File: config.mk
export PLATFORM = sky130hd
export DESIGN_NAME = pp_barrel
export DESIGN_NICKNAME = d
export VERILOG_FILES = /design/src/rtl/pp_barrel_pkg.sv /design/src/rtl/pp_ctx_ring.sv /design/src/rtl/pp_slot_count.sv /design/src/rtl/pp_exec_unit.sv /design/src/rtl/pp_barrel.sv
export SDC_FILE = /design/constraint.sdc
export NUM_CORES = 1
export LEC_CHECK = 0
export BUFFER_PORTS_ARGS = -buffer_cell sky130_fd_sc_hd__buf_2
export CAP_MARGIN = 20
export CORE_UTILIZATION = 69
export CTS_BUF_LIST = sky130_fd_sc_hd__clkbuf_4 sky130_fd_sc_hd__clkbuf_8
export CTS_CLUSTER_SIZE = 24
export DETAILED_ROUTE_END_ITERATION = 16
export PLACE_DENSITY = 0.88
export REMOVE_ABC_BUFFERS = 1
export SLEW_MARGIN = 10
export SYNTH_ARGS = -nofsm -noshare
export SYNTH_HDL_FRONTEND = slang
export SYNTH_SLANG_ARGS = --single-unit
File: constraint.sdc
create_clock -name clk -period 5 [get_ports clk]
set_input_delay 0.75 -clock clk [delete_from_list [all_inputs] [get_ports clk]]
set_output_delay 0.75 -clock clk [all_outputs]
set_load 0.05 [all_outputs]
File: src/rtl/pp_barrel_pkg.sv
package pp_barrel_pkg;

  localparam int WORD_W = 12;
  localparam int ACC_W  = 18;
  localparam int OPC_W  = 6;
  localparam int FLD_W  = WORD_W - OPC_W;
  localparam int KEY_W  = OPC_W + 1;
  localparam int STEP_W = 3;
  localparam int HI_W   = ACC_W - WORD_W;

  localparam logic [OPC_W-1:0] OPC_MJN = 6'o07;
  localparam logic [OPC_W-1:0] OPC_LDN = 6'o14;
  localparam logic [OPC_W-1:0] OPC_LCN = 6'o15;
  localparam logic [OPC_W-1:0] OPC_RAW = 6'o56;

  localparam logic [STEP_W-1:0] ST_FETCH = 3'd0;
  localparam logic [STEP_W-1:0] ST_PTR   = 3'd1;
  localparam logic [STEP_W-1:0] ST_OPND  = 3'd2;
  localparam logic [STEP_W-1:0] ST_WLO   = 3'd3;
  localparam logic [STEP_W-1:0] ST_WHI   = 3'd4;

  typedef struct packed {
    logic [ACC_W-1:0]  acc;
    logic [WORD_W-1:0] pc;
    logic [WORD_W-1:0] opr;
    logic [KEY_W-1:0]  key;   // {multi-visit flag, opcode}
    logic [STEP_W-1:0] step;
  } ctx_t;

  localparam ctx_t CTX_RESET = '0;

  function automatic logic [OPC_W-1:0] fn_opcode(input logic [WORD_W-1:0] w);
    return w[WORD_W-1 -: OPC_W];
  endfunction

  function automatic logic [FLD_W-1:0] fn_field(input logic [WORD_W-1:0] w);
    return w[FLD_W-1:0];
  endfunction

  function automatic logic [ACC_W-1:0] fn_near_const(input logic [FLD_W-1:0] d);
    return {{(ACC_W-FLD_W){1'b0}}, d};
  endfunction

  function automatic logic [ACC_W-1:0] fn_comp_const(input logic [FLD_W-1:0] d);
    return ~fn_near_const(d);
  endfunction

  function automatic logic [ACC_W-1:0] fn_acc_add(input logic [ACC_W-1:0] a,
                                                  input logic [WORD_W-1:0] w);
    return a + {{(ACC_W-WORD_W){1'b0}}, w};
  endfunction

  function automatic logic [WORD_W-1:0] fn_acc_hi(input logic [ACC_W-1:0] a);
    return {{(WORD_W-HI_W){1'b0}}, a[ACC_W-1:WORD_W]};
  endfunction

  function automatic logic fn_is_neg(input logic [ACC_W-1:0] a);
    return a[ACC_W-1];
  endfunction

  function automatic ctx_t fn_restart(input ctx_t c, input logic clr);
    ctx_t r;
    r = c;
    if (clr) begin
      r.pc   = '0;
      r.step = ST_FETCH;
    end
    return r;
  endfunction

endpackage

File: src/rtl/pp_ctx_ring.sv
module pp_ctx_ring
  import pp_barrel_pkg::*;
#(
  parameter int N_CTX = 10
) (
  input  logic clk,
  input  logic rst_n,
  input  logic restart_i,
  input  ctx_t tail_i,
  output ctx_t head_o
);

  ctx_t stage [N_CTX];

  always_ff @(posedge clk or negedge rst_n) begin
    if (!rst_n) begin
      for (int i = 0; i < N_CTX; i++) stage[i] <= CTX_RESET;
    end else begin
      for (int i = 0; i < N_CTX-1; i++) stage[i] <= fn_restart(stage[i+1], restart_i);
      stage[N_CTX-1] <= fn_restart(tail_i, restart_i);
    end
  end

  assign head_o = stage[0];

endmodule

File: src/rtl/pp_slot_count.sv
module pp_slot_count #(
  parameter  int N_CTX  = 10,
  localparam int SLOT_W = $clog2(N_CTX)
) (
  input  logic              clk,
  input  logic              rst_n,
  output logic [SLOT_W-1:0] slot_o
);

  logic [SLOT_W-1:0] slot_d;

  generate
    if ((1 << SLOT_W) == N_CTX) begin : g_pow2
      assign slot_d = slot_o + 1'b1;
    end else begin : g_mod
      assign slot_d = (slot_o == SLOT_W'(N_CTX-1)) ? '0 : slot_o + 1'b1;
    end
  endgenerate

  always_ff @(posedge clk or negedge rst_n) begin
    if (!rst_n) slot_o <= '0;
    else        slot_o <= slot_d;
  end

endmodule

File: src/rtl/pp_exec_unit.sv
module pp_exec_unit
  import pp_barrel_pkg::*;
(
  input  ctx_t              cur_i,
  input  logic [WORD_W-1:0] rdata_i,
  output ctx_t              nxt_o,
  output logic              req_o,
  output logic              we_o,
  output logic [WORD_W-1:0] addr_o,
  output logic [WORD_W-1:0] wdata_o,
  output logic              ev_fetch_o,
  output logic              ev_branch_o,
  output logic              ev_retire_o
);

  logic [OPC_W-1:0] op;
  logic [FLD_W-1:0] fld;

  assign op  = fn_opcode(rdata_i);
  assign fld = fn_field(rdata_i);

  always_comb begin
    nxt_o       = cur_i;
    req_o       = 1'b0;
    we_o        = 1'b0;
    addr_o      = cur_i.pc;
    wdata_o     = '0;
    ev_fetch_o  = 1'b0;
    ev_branch_o = 1'b0;
    ev_retire_o = 1'b0;

    if (cur_i.step == ST_FETCH) begin
      req_o      = 1'b1;
      ev_fetch_o = 1'b1;
      nxt_o.pc   = cur_i.pc + 1'b1;
      nxt_o.opr  = {{(WORD_W-FLD_W){1'b0}}, fld};
      nxt_o.key  = {1'b0, op};
      case (op)
        OPC_LDN: begin
          nxt_o.acc   = fn_near_const(fld);
          ev_retire_o = 1'b1;
        end
        OPC_LCN: begin
          nxt_o.acc   = fn_comp_const(fld);
          ev_retire_o = 1'b1;
        end
        OPC_MJN, OPC_RAW: begin
          nxt_o.key  = {1'b1, op};
          nxt_o.step = ST_PTR;
        end
        default: ev_retire_o = 1'b1;
      endcase
    end else if (cur_i.key[OPC_W-1:0] == OPC_MJN) begin
      ev_branch_o = 1'b1;
      ev_retire_o = 1'b1;
      nxt_o.step  = ST_FETCH;
      if (fn_is_neg(cur_i.acc)) nxt_o.pc = cur_i.opr;
    end else begin
      req_o  = 1'b1;
      addr_o = cur_i.opr;
      case (cur_i.step)
        ST_PTR: begin
          nxt_o.opr  = rdata_i;
          nxt_o.step = ST_OPND;
        end
        ST_OPND: begin
          nxt_o.acc  = fn_acc_add(cur_i.acc, rdata_i);
          nxt_o.step = ST_WLO;
        end
        ST_WLO: begin
          we_o       = 1'b1;
          wdata_o    = cur_i.acc[WORD_W-1:0];
          nxt_o.step = ST_WHI;
        end
        default: begin
          we_o        = 1'b1;
          addr_o      = cur_i.opr + 1'b1;
          wdata_o     = fn_acc_hi(cur_i.acc);
          nxt_o.step  = ST_FETCH;
          ev_retire_o = 1'b1;
        end
      endcase
    end
  end

endmodule

File: src/rtl/pp_barrel.sv
module pp_barrel
  import pp_barrel_pkg::*;
#(
  parameter  int N_CTX  = 10,
  localparam int SLOT_W = $clog2(N_CTX)
) (
  input  logic              clk,
  input  logic              rst_n,
  input  logic              deadstart,
  output logic              mem_req,
  output logic              mem_we,
  output logic [SLOT_W-1:0] mem_slot,
  output logic [WORD_W-1:0] mem_addr,
  output logic [WORD_W-1:0] mem_wdata,
  input  logic [WORD_W-1:0] mem_rdata
);

  ctx_t              head;
  ctx_t              exec_nxt;
  ctx_t              tail_in;
  logic [SLOT_W-1:0] slot_q;
  logic [STEP_W-1:0] head_step;
  logic              exe_req;
  logic              exe_we;
  logic              ev_fetch;
  logic              ev_branch;
  logic              ev_retire;

  pp_ctx_ring #(.N_CTX(N_CTX)) u_ring (
    .clk       (clk),
    .rst_n     (rst_n),
    .restart_i (deadstart),
    .tail_i    (tail_in),
    .head_o    (head)
  );

  pp_slot_count #(.N_CTX(N_CTX)) u_slot (
    .clk    (clk),
    .rst_n  (rst_n),
    .slot_o (slot_q)
  );

  pp_exec_unit u_exec (
    .cur_i       (head),
    .rdata_i     (mem_rdata),
    .nxt_o       (exec_nxt),
    .req_o       (exe_req),
    .we_o        (exe_we),
    .addr_o      (mem_addr),
    .wdata_o     (mem_wdata),
    .ev_fetch_o  (ev_fetch),
    .ev_branch_o (ev_branch),
    .ev_retire_o (ev_retire)
  );

  assign tail_in   = deadstart ? head : exec_nxt;
  assign head_step = head.step;
  assign mem_req   = exe_req & ~deadstart;
  assign mem_we    = exe_we & ~deadstart;
  assign mem_slot  = slot_q;

endmodule

==> results of run 1 <==
[worst max-delay path by stage]
stage / slack [ns] / depth (start not counted) / from / to
finish: 1.19 / 7 / u_ring.head_o[2] / mem_addr[9]
global route: 0.96 / 7 / u_ring.head_o[2] / mem_addr[9]
CTS: 1.16 / 7 / u_ring.head_o[2] / mem_addr[9]
detailed placement: 1.84 / 9 / mem_rdata[0] / u_ring.stage[48]
global placement: 1.76 / 4 / u_ring.head_o[2] / mem_addr[0]
floorplan: 1.69 / 4 / u_ring.head_o[6] / mem_addr[10]
[registers in the layout, indices dropped and copies added (netlist names)]
register / cells
u_ring.head_o: 51
u_ring.stage: 459
u_slot.slot_o: 4
[through the flow]
step / std cells / total power [W] / cell area (µm²)
6_report: 1522 / 0.00811 / 18400
5_1_grt: 1522 / 0.00840 / 18400
4_1_cts: 1522 / 0.00819 / 18400
3_5_place_dp: 1394 / 0.00467 / 16800
3_3_place_gp: 1393 / 0.00465 / 16800
2_1_floorplan: 1029 / 0.00449 / 16100
[cell usage after synthesis, drive strengths merged (4+ instances only)]
library cell / number
a2111oi: 4
a211oi: 4
a21oi: 41
a221oi: 7
a22o: 7
a22oi: 4
and3: 13
buf: 8
clkbuf: 32
dfrtp: 514
ha: 14
inv: 7
mux2i: 4
nand2: 78
nand2b: 4
nand3: 10
nand3b: 6
nand4: 8
nor2: 58
nor2b: 138
nor3: 7
nor4: 5
o211ai: 4
o21ai: 19
xnor2: 12
xor2: 14
[worst max-delay path: stages, from the launching register on]
cell,delay [ns]
sky130_fd_sc_hd__dfrtp_1,0.78
sky130_fd_sc_hd__o21bai_1,0.37
sky130_fd_sc_hd__nand4_1,0.27
sky130_fd_sc_hd__nor2_1,0.27
sky130_fd_sc_hd__nand4_1,0.17
sky130_fd_sc_hd__xor2_1,0.18
sky130_fd_sc_hd__a21oi_1,0.15
sky130_fd_sc_hd__buf_2,0.28
[logic make-up after synthesis]
| kind of cell | synth area share [%] |
|---|---|
| AO/OA/AOI/OAI | 5.34 |
| adder cells (fa/ha/maj) | 1.20 |
| buffers and inverters | 1.24 |
| AND/OR/NAND/NOR | 11.2 |
| XOR/XNOR | 1.40 |
| flip-flops | 79.3 |
| multiplexers | 0.316 |
[metal layers]
layer	wire length (µm)	share of wire, %	track usage [%]
met4	1210	3.9	12.4
met2	14800	48	42.9
met1	13100	42	38.4
met5	0	0	0
met3	1890	6.1	5.88
[where the power goes]
part	switching (W)	internal, W
Combinational	0.000174	0.0000521
Sequential	0.0000652	0.00430
Clock	0.00149	0.00203
[area by class of cell]
class	count	share of cell area, %
flip-flops and latches	514	69.8
multi-input cells	508	17.2
clock buffers	116	8.19
well taps	313	2.13
repair buffers	52	1.79
clock inverters	12	0.727
inverters	7	0.143
==> run metrics, run 1 <==
Gate Count Post-Synth=1069; hold slack=0.234 ns; path type of the worst setup path=flop to output pin; worst hold path class=primary input to asynchronous set/reset pin; net count of the finished layout=approximately 1200; count of H-tree levels built during CTS=3; count of port buffers added during placement=44; syn_area_per_cell=roughly 15 µm²; part of the Yosys area used for sequential elements=roughly four fifths; fraction of registers with async set/reset=100%; required arrival time at the worst endpoint=about 4.3 ns; area of the die=0.0241 mm²; reported leakage power=9.27 nW; Pins Over Slew Limit=0; final weighted congestion in routability-driven placement=approximately 0.89; Sinks on Clock Net=just over 500; clock transition time at the flip-flop clock pins of the worst setup and hold paths=~0.070 ns; number of iterations in the first detailed-routing pass=5; maximum number of pins on one net before global-route repair=between 100 and 150; number of antenna violations at the first check in global routing=0; cts repair resizes=0; worst flop-to-flop path endpoint=u_ring.stage[38]; number of design-rule violations left by the first detailed-router iteration=approximately 800; detailed-route DRC error count=0; Finish-stage setup viols=0; cell type with the highest aggregate area in the netlist=sky130_fd_sc_hd__dfrtp_1; CTS root buffer=sky130_fd_sc_hd__clkbuf_8; post-detail-place hpwl=around 18000 µm; commonest register cell after synthesis=sky130_fd_sc_hd__dfrtp_1; Highest Clock Rate=approximately 260 MHz; fraction of layout instances using a drive strength above 1=~16%; warnings from Yosys=0; final number of hold-violating endpoints=0; post-synth cell types=between 60 and 70; Period Utilization, post-route=76.2%; CTS max path bufs=3; number of violations of the max-capacitance limit=0; number of global-route vias before repair=9107; PnR worst setup slack=1.19 ns; top-area cell type share of the netlist area=between 70% and 80%; cts bufs inserted=74; maximum vdd ir drop=437 µV; via count=~8600; most common cell after layout, fill and taps aside=sky130_fd_sc_hd__dfrtp_1; wire length of the first global-routing pass=~50000 µm; run status=finished, final reports clean; Floorplan Core Area=0.0228 mm²; RSZ-0062 raised after global routing=false; start of the worst register-to-register path=u_ring.head_o[2]; top fanout value on the critical path=25; count of flip-flops with a built-in enable after synthesis=0; footprint of the multi-input gates=between 0.003 and 0.004 mm²; sequential cell area in the final layout=0.0129 mm²; count of pins on the block boundary=45; diodes inserted=0; Cell Pwr Density=approximately 440 mW/mm²; average via count per standard cell=approximately 5.6; post-route minimum period=approximately 3.8 ns; latest clock arrival within the worst-skew pair=between 0.5 and 0.6 ns; post-synthesis cell area=between 0.015 and 0.02 mm²; Cell Rows=55; filler cell count=about 1200; normalized max-slew margin=between 30% and 40%; worst reg2reg path depth=5; worst setup slack after placement=roughly 1.8 ns; launching element type of the critical path=flop; flip-flop and latch count after synthesis=514; starting density of the core=a little over 70%; overflow left after global routing=0; Final ANT Viol Nets=0; Post-Route Skew=0.0268 ns; setup tns final=0 ns; wire length reported by the detailed router=around 31000 µm; Die X=between 150 and 200 µm; reg2reg setup slack=around 2 ns; mean routed wirelength per cell=roughly 20 µm; leading post-synthesis cells by cell area=sky130_fd_sc_hd__dfrtp_1 (79%), sky130_fd_sc_hd__nor2b_1 (5.3%), sky130_fd_sc_hd__nand2_1 (1.8%); TritonCTS clock tree=yes; Crit. End Element=output pin; Worst-Margin Slew=1.01 ns; Chip Height=between 150 and 200 µm; post-cts hold buffer count=0; top library cells by usage in the layout, fill and taps aside=sky130_fd_sc_hd__dfrtp_1 (514), sky130_fd_sc_hd__nor2b_1 (138), sky130_fd_sc_hd__clkbuf_8 (102); Post CTS Setup Buffer Count=0; crit path DAT=around 3 ns; area growth from synthesis to final layout=13.5%; core occupancy in the finished layout=about four fifths; total routing usage reported by global routing=roughly 28%
No activity file was read; power rests on OpenSTA's default activity.
==> inputs of run 2 (changes only) <==
CORE_UTILIZATION = 64   (was 69)
PLACE_DENSITY = 0.82   (was 0.88)
clock period = 3.8 ns   (was 5 ns; I/O delays follow)
==> run metrics, run 2 (same netlist as run 1, synthesis figures left out) <==
wire length reported by the detailed router=29000 µm (-6.6%); Period Utilization, post-route=around 88%; count of pins on the block boundary=45 (unchanged); Post CTS Setup Buffer Count=0 (unchanged); run status=finished, final reports clean; cells traversed along the worst timing path=or4b_4 > nor2_2 > buf_4 > nor2_1 > buf_4 > a21oi_1 > buf_2; starting density of the core=65.9% (-5.1 points); final number of hold-violating endpoints=0 (unchanged); Chip Height=161 µm (+3.8%); TritonCTS clock tree=yes; cell type group with the largest total delay on the critical path=simple AND/OR/NAND/NOR gates; clock transition time at the flip-flop clock pins of the worst setup and hold paths=0.06 ns (about the same); number of flip-flops under the largest register name=459 (unchanged); Most Frequent Cell on Critical Path=sky130_fd_sc_hd__buf_4; Cell Rows=57 (+3.6%); share of power burned in the clock network=41.7% (-1.7 points); most common cell after layout, fill and taps aside=sky130_fd_sc_hd__dfrtp_1; met3 wire len=1520 µm (-20%); maximum number of pins on one net before global-route repair=129 (-0.77%); Worst-Margin Slew=0.945 ns (-0.0685 ns); total routing usage reported by global routing=24.1% (-3.4 points); via count=8372 (-2.1%); number of antenna violations at the first check in global routing=2 (+2); post-cts hold buffer count=0 (unchanged); largest reg by FF count=u_ring.stage; cts bufs inserted=76 (+2.7%); detailed-route DRC error count=0 (unchanged); path type of the worst setup path=flop to output pin; Pins Over Slew Limit=0 (unchanged); worst path buffer plus inverter count=3 (+2); number of global-route vias before repair=8757 (-3.8%); normalized max-slew margin=36.4% (+4.0 points); worst hold path class=primary input to asynchronous set/reset pin; average via count per standard cell=5.42 (-3.6%); post-detail-place hpwl=17800 µm (-3.4%); Highest Clock Rate=about 300 MHz; start of the worst register-to-register path=u_ring.head_o[34]; top fanout value on the critical path=23 (-8.0%); count of port buffers added during placement=44 (unchanged); Post-Route Skew=0.0230 ns (-0.00387 ns); Die X=161 µm (+3.8%); hold slack=0.0920 ns (-0.142 ns); maximum vdd ir drop=398 µV (-8.9%); number of violations of the max-capacitance limit=0 (unchanged); top library cells by usage in the layout, fill and taps aside=sky130_fd_sc_hd__dfrtp_1 (514), sky130_fd_sc_hd__nor2b_1 (138), sky130_fd_sc_hd__clkbuf_8 (89); power spent charging and discharging nets=0.00223 W (+29%); area growth from synthesis to final layout=13.3%; sequential power share=55.4% (+1.6 points); fraction of layout instances using a drive strength above 1=16.8% (+0.76 points); post-route minimum period=roughly 3.3 ns; final weighted congestion in routability-driven placement=0.877 (-1.9%); Crit. End Element=output pin; share of power burned in combinational logic=2.8% (about the same); setup tns final=0 ns (unchanged); area of the die=0.0260 mm² (+7.7%); overflow left after global routing=0 (unchanged); Floorplan Core Area=0.0246 mm² (+7.7%); master of the slowest instance on the critical path=sky130_fd_sc_hd__or4b_4; largest stage delay on the critical path=0.62 ns (-0.16 ns); cts repair resizes=0 (unchanged); launching element type of the critical path=flop; CTS max path bufs=3 (unchanged); net count of the finished layout=1200 (+1.1%); worst flop-to-flop path endpoint=u_ring.stage[50]; Finish-stage setup viols=0 (unchanged); number of design-rule violations left by the first detailed-router iteration=755 (-3.7%); count of H-tree levels built during CTS=3 (unchanged); latest clock arrival within the worst-skew pair=0.59 ns (about the same); detailed route wirelength on metal2=13300 µm (-9.7%); number of iterations in the first detailed-routing pass=5 (unchanged); internal power=0.00814 W (+27%); mean routed wirelength per cell=18.7 µm (-8.0%); wire length of the first global-routing pass=46900 µm (-3.8%); RSZ-0062 raised after global routing=false; Final ANT Viol Nets=0 (unchanged); crit path DAT=2.76 ns (-0.30 ns); filler cell count=1433 (+23%); worst reg2reg path depth=7 (+2); Sinks on Clock Net=514 (unchanged); reg2reg setup slack=0.88 ns (-1.13 ns); top routing layer in use=met5; share of total power consumed by net switching=21.5% (+0.18 points); required arrival time at the worst endpoint=3.23 ns (-1.02 ns); CTS root buffer=sky130_fd_sc_hd__clkbuf_8; reported leakage power=9.27 nW (about the same); Cell Pwr Density=564 mW/mm² (+28%); DRT met1 WL=13200 µm (+0.42%)
[run 2: worst max-delay path by stage]
stage                           startpoint                to  slack [ns]  depth (start not counted)
after floorplan           u_ring.head_o[6]      mem_addr[10]        0.67                          4
after global placement        mem_rdata[0]  u_ring.stage[50]        0.89                          8
after detailed placement      mem_rdata[0]  u_ring.stage[50]        0.78                          8
after CTS                 u_ring.head_o[6]       mem_addr[1]        0.44                          7
after global routing      u_ring.head_o[1]       mem_addr[9]        0.31                          8
final                     u_ring.head_o[6]       mem_addr[1]        0.47                          7
[run 2: cell type report]
type	instances	area (µm²)	share of cell area [%]
Tap cell	324	405	2.21
Sequential cell	514	12900	70.0
Clock inverter	11	72.6	0.395
Clock buffer	117	1440	7.81
Timing Repair Buffer	63	413	2.25
Inverter	7	26.3	0.143
Multi-Input combinational cell	508	3160	17.2
Antenna cell	1	2.50	0.0136
[run 2: per-layer routing]
layer / vias up / track usage (%)
met1: 4275 / 36.2
met2: 283 / 35.3
met4: 2 / 10.5
li1: 3732 / -
met3: 80 / 4.65
met5: - / 0
[run 2: through the flow]
step / cells / area [µm²] / util (%) / setup WS [ns] / power [W]
2_1_floorplan: 1029 / 16100 / - / 0.669 / 0.00591
6_report: 1545 / 18400 / 74.7 / 0.470 / 0.0104
3_5_place_dp: 1416 / 16900 / 68.6 / 0.782 / 0.00614
4_1_cts: 1544 / 18400 / 74.7 / 0.444 / 0.0105
3_3_place_gp: 1416 / 16900 / 68.6 / 0.887 / 0.00612
5_1_grt: 1544 / 18400 / 74.7 / 0.307 / 0.0108
[run 2: power groups by stage]
stage / clock (W) / sequential [W] / combinational (W)
final: 0.00433 / 0.00575 / 0.000295
after global routing: 0.00470 / 0.00576 / 0.000337
after CTS: 0.00444 / 0.00575 / 0.000301
after detailed placement: 0 / 0.00584 / 0.000299
after global placement: 0 / 0.00583 / 0.000291
after floorplan: 0 / 0.00580 / 0.000103
[run 2: worst register-to-register path, cell delays in order, from the launching register on]
cell and delay [ns]:
sky130_fd_sc_hd__dfrtp_1 0.46, sky130_fd_sc_hd__ha_1 0.26, sky130_fd_sc_hd__fa_1 0.42, sky130_fd_sc_hd__a21oi_1 0.28, sky130_fd_sc_hd__o211ai_1 0.21, sky130_fd_sc_hd__a21oi_1 0.34, sky130_fd_sc_hd__a21oi_1 0.25, sky130_fd_sc_hd__a311oi_1 0.55
